<file path="src/rtl/pam4_enc_pkg.sv">
package pam4_enc_pkg;

  typedef logic [1:0] sym_t;

  typedef enum logic [2:0] {
    PAT_STREAM  = 3'd0,
    PAT_PAIR03  = 3'd1,
    PAT_EVENODD = 3'd2,
    PAT_SQUARE  = 3'd3,
    PAT_STAIR   = 3'd4
  } pat_e;

  localparam int PAIR_LEN      = 2;
  localparam int EVENODD_LEN   = 62;
  localparam int EVENODD_FIRST = 30;
  localparam int SQUARE_LEN    = 16;
  localparam int STAIR_HOLD    = 16;
  localparam int STAIR_STEPS   = 10;
  localparam int STAIR_LEN     = STAIR_HOLD * STAIR_STEPS;
  localparam int IDX_W         = $clog2(STAIR_LEN);
  localparam int HOLD_W        = $clog2(STAIR_HOLD);

  function automatic sym_t stair_level(input logic [IDX_W-HOLD_W-1:0] step);
    case (step)
      4'd0: stair_level = 2'd0;
      4'd1: stair_level = 2'd1;
      4'd2: stair_level = 2'd2;
      4'd3: stair_level = 2'd3;
      4'd4: stair_level = 2'd0;
      4'd5: stair_level = 2'd3;
      4'd6: stair_level = 2'd0;
      4'd7: stair_level = 2'd3;
      4'd8: stair_level = 2'd2;
      4'd9: stair_level = 2'd1;
      default: stair_level = 2'd0;
    endcase
  endfunction

endpackage

</file>
<file path="src/rtl/pam4_pat_src.sv">
module pam4_pat_src
  import pam4_enc_pkg::*;
#(
  parameter int                LFSR_W    = 13,
  parameter logic [LFSR_W-1:0] LFSR_TAPS = 13'h1803
) (
  input  logic       clk,
  input  logic       rst_n,
  input  logic       restart,
  input  logic       adv,
  input  logic [2:0] pat_sel,
  output sym_t       sym
);

  localparam logic [LFSR_W-1:0] SEED = '1;

  logic [LFSR_W-1:0] lfsr_q, lfsr_d, lfsr_s1, lfsr_s2;
  logic              bit_hi, bit_lo;
  logic [IDX_W-1:0]  idx_q, idx_d, last_idx;
  logic              use_stream;
  sym_t              fixed_sym;

  // two stream bits per symbol, first one lands on the MSB
  always_comb begin
    bit_hi  = ^(lfsr_q & LFSR_TAPS);
    lfsr_s1 = {lfsr_q[LFSR_W-2:0], bit_hi};
    bit_lo  = ^(lfsr_s1 & LFSR_TAPS);
    lfsr_s2 = {lfsr_s1[LFSR_W-2:0], bit_lo};
  end

  always_comb begin
    use_stream = 1'b0;
    fixed_sym  = 2'd0;
    last_idx   = '0;
    case (pat_sel)
      PAT_PAIR03: begin
        fixed_sym = idx_q[0] ? 2'd3 : 2'd0;
        last_idx  = IDX_W'(PAIR_LEN - 1);
      end
      PAT_EVENODD: begin
        if (idx_q < IDX_W'(EVENODD_FIRST)) fixed_sym = idx_q[0] ? 2'd3 : 2'd0;
        else                               fixed_sym = idx_q[0] ? 2'd0 : 2'd3;
        last_idx = IDX_W'(EVENODD_LEN - 1);
      end
      PAT_SQUARE: begin
        fixed_sym = idx_q[HOLD_W-1] ? 2'd0 : 2'd3;
        last_idx  = IDX_W'(SQUARE_LEN - 1);
      end
      PAT_STAIR: begin
        fixed_sym = stair_level(idx_q[IDX_W-1:HOLD_W]);
        last_idx  = IDX_W'(STAIR_LEN - 1);
      end
      default: use_stream = 1'b1;
    endcase
  end

  assign sym = use_stream ? {bit_hi, bit_lo} : fixed_sym;

  always_comb begin
    lfsr_d = lfsr_q;
    idx_d  = idx_q;
    if (restart) begin
      lfsr_d = SEED;
      idx_d  = '0;
    end else if (adv) begin
      if (use_stream)              lfsr_d = lfsr_s2;
      else if (idx_q >= last_idx)  idx_d  = '0;
      else                         idx_d  = idx_q + IDX_W'(1);
    end
  end

  always_ff @(posedge clk or negedge rst_n) begin
    if (!rst_n) begin
      lfsr_q <= SEED;
      idx_q  <= '0;
    end else begin
      lfsr_q <= lfsr_d;
      idx_q  <= idx_d;
    end
  end

endmodule

</file>
<file path="src/rtl/pam4_sym_map.sv">
module pam4_sym_map
  import pam4_enc_pkg::*;
(
  input  sym_t raw,
  input  logic gray_en,
  input  logic inv_msb,
  input  logic inv_lsb,
  input  logic inv_late,
  output sym_t mapped
);

  sym_t inv_mask, early, coded;

  always_comb begin
    inv_mask = {inv_msb, inv_lsb};
    early    = inv_late ? raw : (raw ^ inv_mask);
    coded    = gray_en ? {early[1], early[1] ^ early[0]} : early;
    mapped   = inv_late ? (coded ^ inv_mask) : coded;
  end

endmodule

</file>
<file path="src/rtl/pam4_precoder.sv">
module pam4_precoder
  import pam4_enc_pkg::*;
(
  input  logic clk,
  input  logic rst_n,
  input  logic restart,
  input  logic adv,
  input  logic enable,
  input  sym_t x,
  output sym_t y
);

  sym_t prev_q, prev_d;

  assign y = enable ? sym_t'(x - prev_q) : x;

  always_comb begin
    prev_d = prev_q;
    if (restart)             prev_d = 2'd0;
    else if (adv && enable)  prev_d = y;
  end

  always_ff @(posedge clk or negedge rst_n) begin
    if (!rst_n) prev_q <= 2'd0;
    else        prev_q <= prev_d;
  end

endmodule

</file>
<file path="src/rtl/pam4_lane_skew.sv">
module pam4_lane_skew #(
  parameter int MAX_SKEW = 8,
  parameter int SKEW_W   = $clog2(MAX_SKEW + 1)
) (
  input  logic              clk,
  input  logic              rst_n,
  input  logic              adv,
  input  logic              cur,
  input  logic [SKEW_W-1:0] sel,
  output logic              out
);

  logic [MAX_SKEW:1] dly_q, dly_d;
  logic [MAX_SKEW:0] taps;
  logic [SKEW_W-1:0] sel_c;

  assign dly_d[1] = cur;
  for (genvar k = 2; k <= MAX_SKEW; k++) begin : g_stage
    assign dly_d[k] = dly_q[k-1];
  end

  always_ff @(posedge clk or negedge rst_n) begin
    if (!rst_n)   dly_q <= '0;
    else if (adv) dly_q <= dly_d;
  end

  always_comb begin
    taps  = {dly_q, cur};
    sel_c = (sel > SKEW_W'(MAX_SKEW)) ? SKEW_W'(MAX_SKEW) : sel;
    out   = taps[sel_c];
  end

endmodule

</file>
<file path="src/rtl/pam4_pattern_encoder.sv">
module pam4_pattern_encoder
  import pam4_enc_pkg::*;
#(
  parameter int                LFSR_W    = 13,
  parameter logic [LFSR_W-1:0] LFSR_TAPS = 13'h1803,
  parameter int                MAX_SKEW  = 8,
  parameter int                SKEW_W    = $clog2(MAX_SKEW + 1)
) (
  input  logic              clk,
  input  logic              rst_n,
  input  logic              restart,
  input  logic              sym_en,
  input  logic [2:0]        pat_sel,
  input  logic              gray_en,
  input  logic              precode_en,
  input  logic              inv_msb,
  input  logic              inv_lsb,
  input  logic              inv_late,
  input  logic              err_req,
  input  logic [1:0]        err_mode,
  input  logic [SKEW_W-1:0] skew,
  output logic              out_msb,
  output logic              out_lsb,
  output logic              err_mark
);

  logic adv;
  sym_t raw, mapped, coded, word_d, flip;
  logic arm, pend_eff;
  logic [1:0] mode_eff;

  logic msb_cur, msb_d;
  logic lsb_q, lsb_d;
  logic mark_q, mark_d;
  logic pend_q, pend_d;
  logic [1:0] pmode_q, pmode_d;

  assign adv = sym_en & ~restart;

  pam4_pat_src #(
    .LFSR_W    (LFSR_W),
    .LFSR_TAPS (LFSR_TAPS)
  ) u_src (
    .clk     (clk),
    .rst_n   (rst_n),
    .restart (restart),
    .adv     (adv),
    .pat_sel (pat_sel),
    .sym     (raw)
  );

  pam4_sym_map u_map (
    .raw      (raw),
    .gray_en  (gray_en),
    .inv_msb  (inv_msb),
    .inv_lsb  (inv_lsb),
    .inv_late (inv_late),
    .mapped   (mapped)
  );

  pam4_precoder u_prec (
    .clk     (clk),
    .rst_n   (rst_n),
    .restart (restart),
    .adv     (adv),
    .enable  (precode_en),
    .x       (mapped),
    .y       (coded)
  );

  // error arming and corruption, applied after the precoder tap
  always_comb begin
    arm      = err_req && (err_mode != 2'b00);
    pend_eff = pend_q | arm;
    mode_eff = arm ? err_mode : pmode_q;
    flip     = pend_eff ? mode_eff : 2'b00;
    word_d   = coded ^ flip;
  end

  always_comb begin
    msb_d   = msb_cur;
    lsb_d   = lsb_q;
    mark_d  = mark_q;
    pend_d  = pend_q;
    pmode_d = pmode_q;
    if (restart) begin
      pend_d = 1'b0;
    end else if (sym_en) begin
      msb_d  = word_d[1];
      lsb_d  = word_d[0];
      mark_d = pend_eff;
      pend_d = 1'b0;
    end else begin
      pend_d  = pend_eff;
      pmode_d = mode_eff;
    end
  end

  always_ff @(posedge clk or negedge rst_n) begin
    if (!rst_n) begin
      msb_cur <= 1'b0;
      lsb_q   <= 1'b0;
      mark_q  <= 1'b0;
      pend_q  <= 1'b0;
      pmode_q <= 2'b00;
    end else begin
      msb_cur <= msb_d;
      lsb_q   <= lsb_d;
      mark_q  <= mark_d;
      pend_q  <= pend_d;
      pmode_q <= pmode_d;
    end
  end

  pam4_lane_skew #(
    .MAX_SKEW (MAX_SKEW),
    .SKEW_W   (SKEW_W)
  ) u_skew (
    .clk   (clk),
    .rst_n (rst_n),
    .adv   (adv),
    .cur   (msb_cur),
    .sel   (skew),
    .out   (out_msb)
  );

  assign out_lsb  = lsb_q;
  assign err_mark = mark_q;

endmodule

</file>
<file path="config.mk">
export PLATFORM = sky130hd
export DESIGN_NAME = pam4_pattern_encoder
export DESIGN_NICKNAME = d
export VERILOG_FILES = /design/src/rtl/pam4_enc_pkg.sv /design/src/rtl/pam4_pat_src.sv /design/src/rtl/pam4_sym_map.sv /design/src/rtl/pam4_precoder.sv /design/src/rtl/pam4_lane_skew.sv /design/src/rtl/pam4_pattern_encoder.sv
export SDC_FILE = /design/constraint.sdc
export NUM_CORES = 1
export LEC_CHECK = 0
export BUFFER_PORTS_ARGS = -buffer_cell sky130_fd_sc_hd__buf_4
export CORE_MARGIN = 10
export CORE_UTILIZATION = 48
export DETAILED_ROUTE_END_ITERATION = 16
export PLACE_DENSITY = 0.79
export SYNTH_ARGS = -nofsm -noshare
export SYNTH_HDL_FRONTEND = slang
export SYNTH_SLANG_ARGS = --single-unit
export TNS_END_PERCENT = 5
</file>
<file path="constraint.sdc">
create_clock -name clk -period 3.08 [get_ports clk]
set_input_delay 0.308 -clock clk [delete_from_list [all_inputs] [get_ports clk]]
set_output_delay 0.308 -clock clk [all_outputs]
set_load 0.1 [all_outputs]
</file>
==> summary.txt <==
Logic synthesis
  • Distinct cell type count after synthesis: 55
  • Post-synthesis sequential area ratio: 0.413
  • Primary flip-flop cell chosen by synthesis mapping: sky130_fd_sc_hd__dfrtp_1
  • Synth Net Count: 269
  • Cell types occupying the most area after synthesis: sky130_fd_sc_hd__dfrtp_1, sky130_fd_sc_hd__dfstp_2, sky130_fd_sc_hd__nand2_1
  • Number of synthesized register bits: 37
  • Proportion of netlist area held by the largest area contributor: 0.263
  • Gate Count Post-Synth: ~240
  • YS warnings: 0
  • EDFF count, synth: 0
  • Average instance area after synthesis: 9.47 sq um
  • Cell type with the highest aggregate area in the netlist: sky130_fd_sc_hd__dfrtp_1
  • Share of flip-flops with an asynchronous set or reset: 1.00
  • Mapped cell area: between 0.002 and 0.0025 sq mm

Clock network
  • CTS sink count: 37
  • Number of buffers created by CTS: 5
  • Count of buffers added by post-CTS timing repair for setup: 0
  • Clock-pin slew on the worst setup and hold paths: 70 ps
  • Source-to-sink clock delay at the later pin of the worst-skew pair: ~290 ps
  • CTS HTree Levels: 2
  • Root buffer selected by CTS: sky130_fd_sc_hd__clkbuf_8
  • TritonCTS clock tree: built
  • CTS Buffer Depth: 2

Setup path
  • R2R cell count: 13
  • Terminus of the critical flop-to-flop path: u_prec.prev_q[1]
  • Critical path arrival: between 3000 and 4000 ps
  • Critical R2R Launch: u_src.idx_q[6]
  • Req. time, crit path: around 3300 ps
  • Worst-case register-to-register setup slack: 20 ps
  • Max FO, Critical Path: 5
  • CP startpoint kind: register
  • CP endpoint kind: register
  • Critical path start-end classification: reg -> reg

GRT
  • GRT Residual Overflow: 0
  • Number of antenna violations at the first check in global routing: 0
  • First-pass GRT wire length: 8200 um
  • Number of global-route vias before repair: between 1500 and 2000
  • Global-route usage over all layers: 0.130
  • Largest net degree at the start of global routing: 38

Detailed routing
  • Routed via count divided by cell count: 5.53
  • Number of DRC markers in iteration 0: 94
  • Total detailed-routing wirelength: approximately 4700 um
  • Wire per inst: 14.5 um
  • Met2 layer wire length in the routed design: ~2200 um
  • Met3 wire len: 290 um
  • Met1 Wirelength: about 2200 um
  • Top routing layer in use: met4
  • Antenna Nets Post-Route: 0
  • Count of vias placed by the detailed router: 1808
  • First-pass iteration count of the detailed router: 4
  • Remaining routing DRC violations: 0

Finish
  • Diode insertion count for antenna repair: 0
  • Area of the multi-input gates: around 0.0013 sq mm
  • Most frequent standard cell in the layout excluding fill and tap cells: sky130_fd_sc_hd__nand2_1
  • Post-layout utilization of the core: 0.569
  • Count of non-filler cells in the finished layout: 327
  • Most frequent cells in the layout: sky130_fd_sc_hd__nand2_1, sky130_fd_sc_hd__buf_4, sky130_fd_sc_hd__dfrtp_1, sky130_fd_sc_hd__nor2_1
  • FF/Latch Area: 942 sq um
  • Net count of the finished layout: 300
  • Fraction of layout cells with a size suffix above 1: 0.278
  • Fillers: 408
  • Final cell area excluding filler cells: 0.00265 sq mm
  • Synthesis-to-finish area growth: 16.3%

Floorplan
  • Die Width: 89.0 um
  • Count of standard-cell rows: 25
  • Die span in y: 89.0 um
  • Ports placed on the boundary: 22
  • Placeable core area: 0.00466 sq mm
  • Initial cell density of the core: 0.490
  • Die Outline Area: about 0.008 sq mm

Power
  • Areal power density over the cells: 531 mW/mm^2
  • Clk pwr share: 0.237
  • Internal power: ~0.93 mW
  • Switching share of power: 0.339
  • Total design power: approximately 1.4 mW
  • LEAKAGE: 1.24 nW
  • Sequential fraction of design power: 0.453
  • Worst-case vdd ir drop: 203 uV
  • Combinational cell fraction of total power: 0.311
  • Net Sw Power: 0.478 mW

Min path
  • Worst hold path endpoint: pend_q
  • Hold path depth: 2
  • Min-delay src: sym_en
  • Type of the worst min-delay path: in -> reg

Placed design
  • I/O Buffers: 21
  • Dpl cell area: approximately 0.0025 sq mm
  • Cell count after placement: 318
  • HPWL reported at the end of detailed placement: 3510 um
  • Post-placement worst setup slack: -19.9 ps
  • Final GP Congestion: 0.809

Job
  • Maxcap violations: 0

Timing
  • Number of hold violations in the final report: 0
  • Setup Skew: around 4.5 ps
  • RSZ-0062 raised after global routing: yes
  • Post-layout worst setup margin: between 20 and 25 ps
  • Final Critical Period: 3060 ps
  • Highest clock frequency the design can meet: 0.327 GHz
  • Slew at the pin closest to its max-slew limit: between 600 and 700 ps
  • Fin crit share: 0.993
  • Final-report setup violation count: 0
  • Max-slew violations: 0
  • Rel. slew slack: 0.547

Outcome
  • Result of the run: complete, no violations
synth_stat cells (all sizes together) (3+ instances only):
cell and n:
a21o 3, a21oi 7, and2 5, buf 3, clkbuf 6, dfrtp 24
dfstp 13, ha 9, inv 7, mux2 9, nand2 53, nand2b 3
nand3 6, nand3b 13, nor2 15, nor2b 5, o2111ai 3, o21ai 6
o221ai 4, xnor2 7, xor2 5
what timing repair did:
| item | 4_1_cts | 5_1_grt |
|---|---|---|
| gates resized for setup | 0 | 4 |
| endpoints found under the hold margin | 24 | 0 |
| hold buffers | 1 | 0 |
| setup endpoints to repair | 0 | 2 |
power groups by stage:
stage	combinational, mW	sequential [mW]	clock, mW
6_report	0.438	0.637	0.333
5_1_grt	0.480	0.650	0.365
4_1_cts	0.438	0.640	0.344
3_5_place_dp	0.435	0.649	0
3_3_place_gp	0.423	0.643	0
2_1_floorplan	0.283	0.675	0
sequential cells by signal, indices dropped and copies added, names as in the netlist:
| register | flops |
|---|---|
| msb_cur | 1 |
| pmode_q | 2 |
| pend_q | 1 |
| u_prec.prev_q | 2 |
| u_src.lfsr_q | 13 |
| u_src.idx_q | 8 |
| out_lsb | 1 |
| err_mark | 1 |
| u_skew.dly_q | 8 |
cell type report:
| cell class | count | area share |
|---|---|---|
| Sequential cell | 37 | 0.355 |
| Multi-Input combinational cell | 188 | 0.483 |
| Tap cell | 54 | 0.0255 |
| Clock buffer | 5 | 0.0259 |
| Timing Repair Buffer | 33 | 0.0943 |
| Clock inverter | 3 | 0.00660 |
| Inverter | 7 | 0.00990 |
critical path, cell delays in order (launching register included):
cell and delay [ps]:
sky130_fd_sc_hd__dfrtp_1 430, sky130_fd_sc_hd__or3_4 400, sky130_fd_sc_hd__o21ai_4 170, sky130_fd_sc_hd__a21oi_4 90, sky130_fd_sc_hd__or4_4 510, sky130_fd_sc_hd__a22o_1 220
sky130_fd_sc_hd__nand2_1 60, sky130_fd_sc_hd__ha_2 170, sky130_fd_sc_hd__xor2_1 130, sky130_fd_sc_hd__nand2_1 80, sky130_fd_sc_hd__xor2_1 180, sky130_fd_sc_hd__xnor2_1 230
sky130_fd_sc_hd__nor2_1 70, sky130_fd_sc_hd__o21ba_2 200
worst max-delay path by stage:
stage	start	end	cells after the start
after detailed placement	pat_sel[1]	u_prec.prev_q[1]	14
after global routing	u_src.idx_q[6]	u_prec.prev_q[1]	13
after floorplan	u_src.idx_q[6]	u_prec.prev_q[1]	14
after global placement	pat_sel[1]	u_prec.prev_q[1]	14
after CTS	u_src.idx_q[7]	u_prec.prev_q[1]	13
final	u_src.idx_q[6]	u_prec.prev_q[1]	13
cell families after synthesis:
family / synth area share
compound gates: 0.116
xor+xnor: 0.0461
buf+inv: 0.0351
fa+ha+maj: 0.0493
flops: 0.413
mux: 0.0729
simple gates: 0.268
metal layers:
metal,up-vias,global-route usage
li1,908,-
met1,862,0.156
met2,32,0.211
met3,6,0.0401
met4,0,0.0549
met5,-,0
stage by stage:
step	hold WS, ps	setup TNS, ps
after floorplan	12.4	0
after global placement	298	0
after detailed placement	300	-19.9
after CTS	234	0
after global routing	232	-272
final	243	0
No activity file was read; power rests on OpenSTA's default activity.
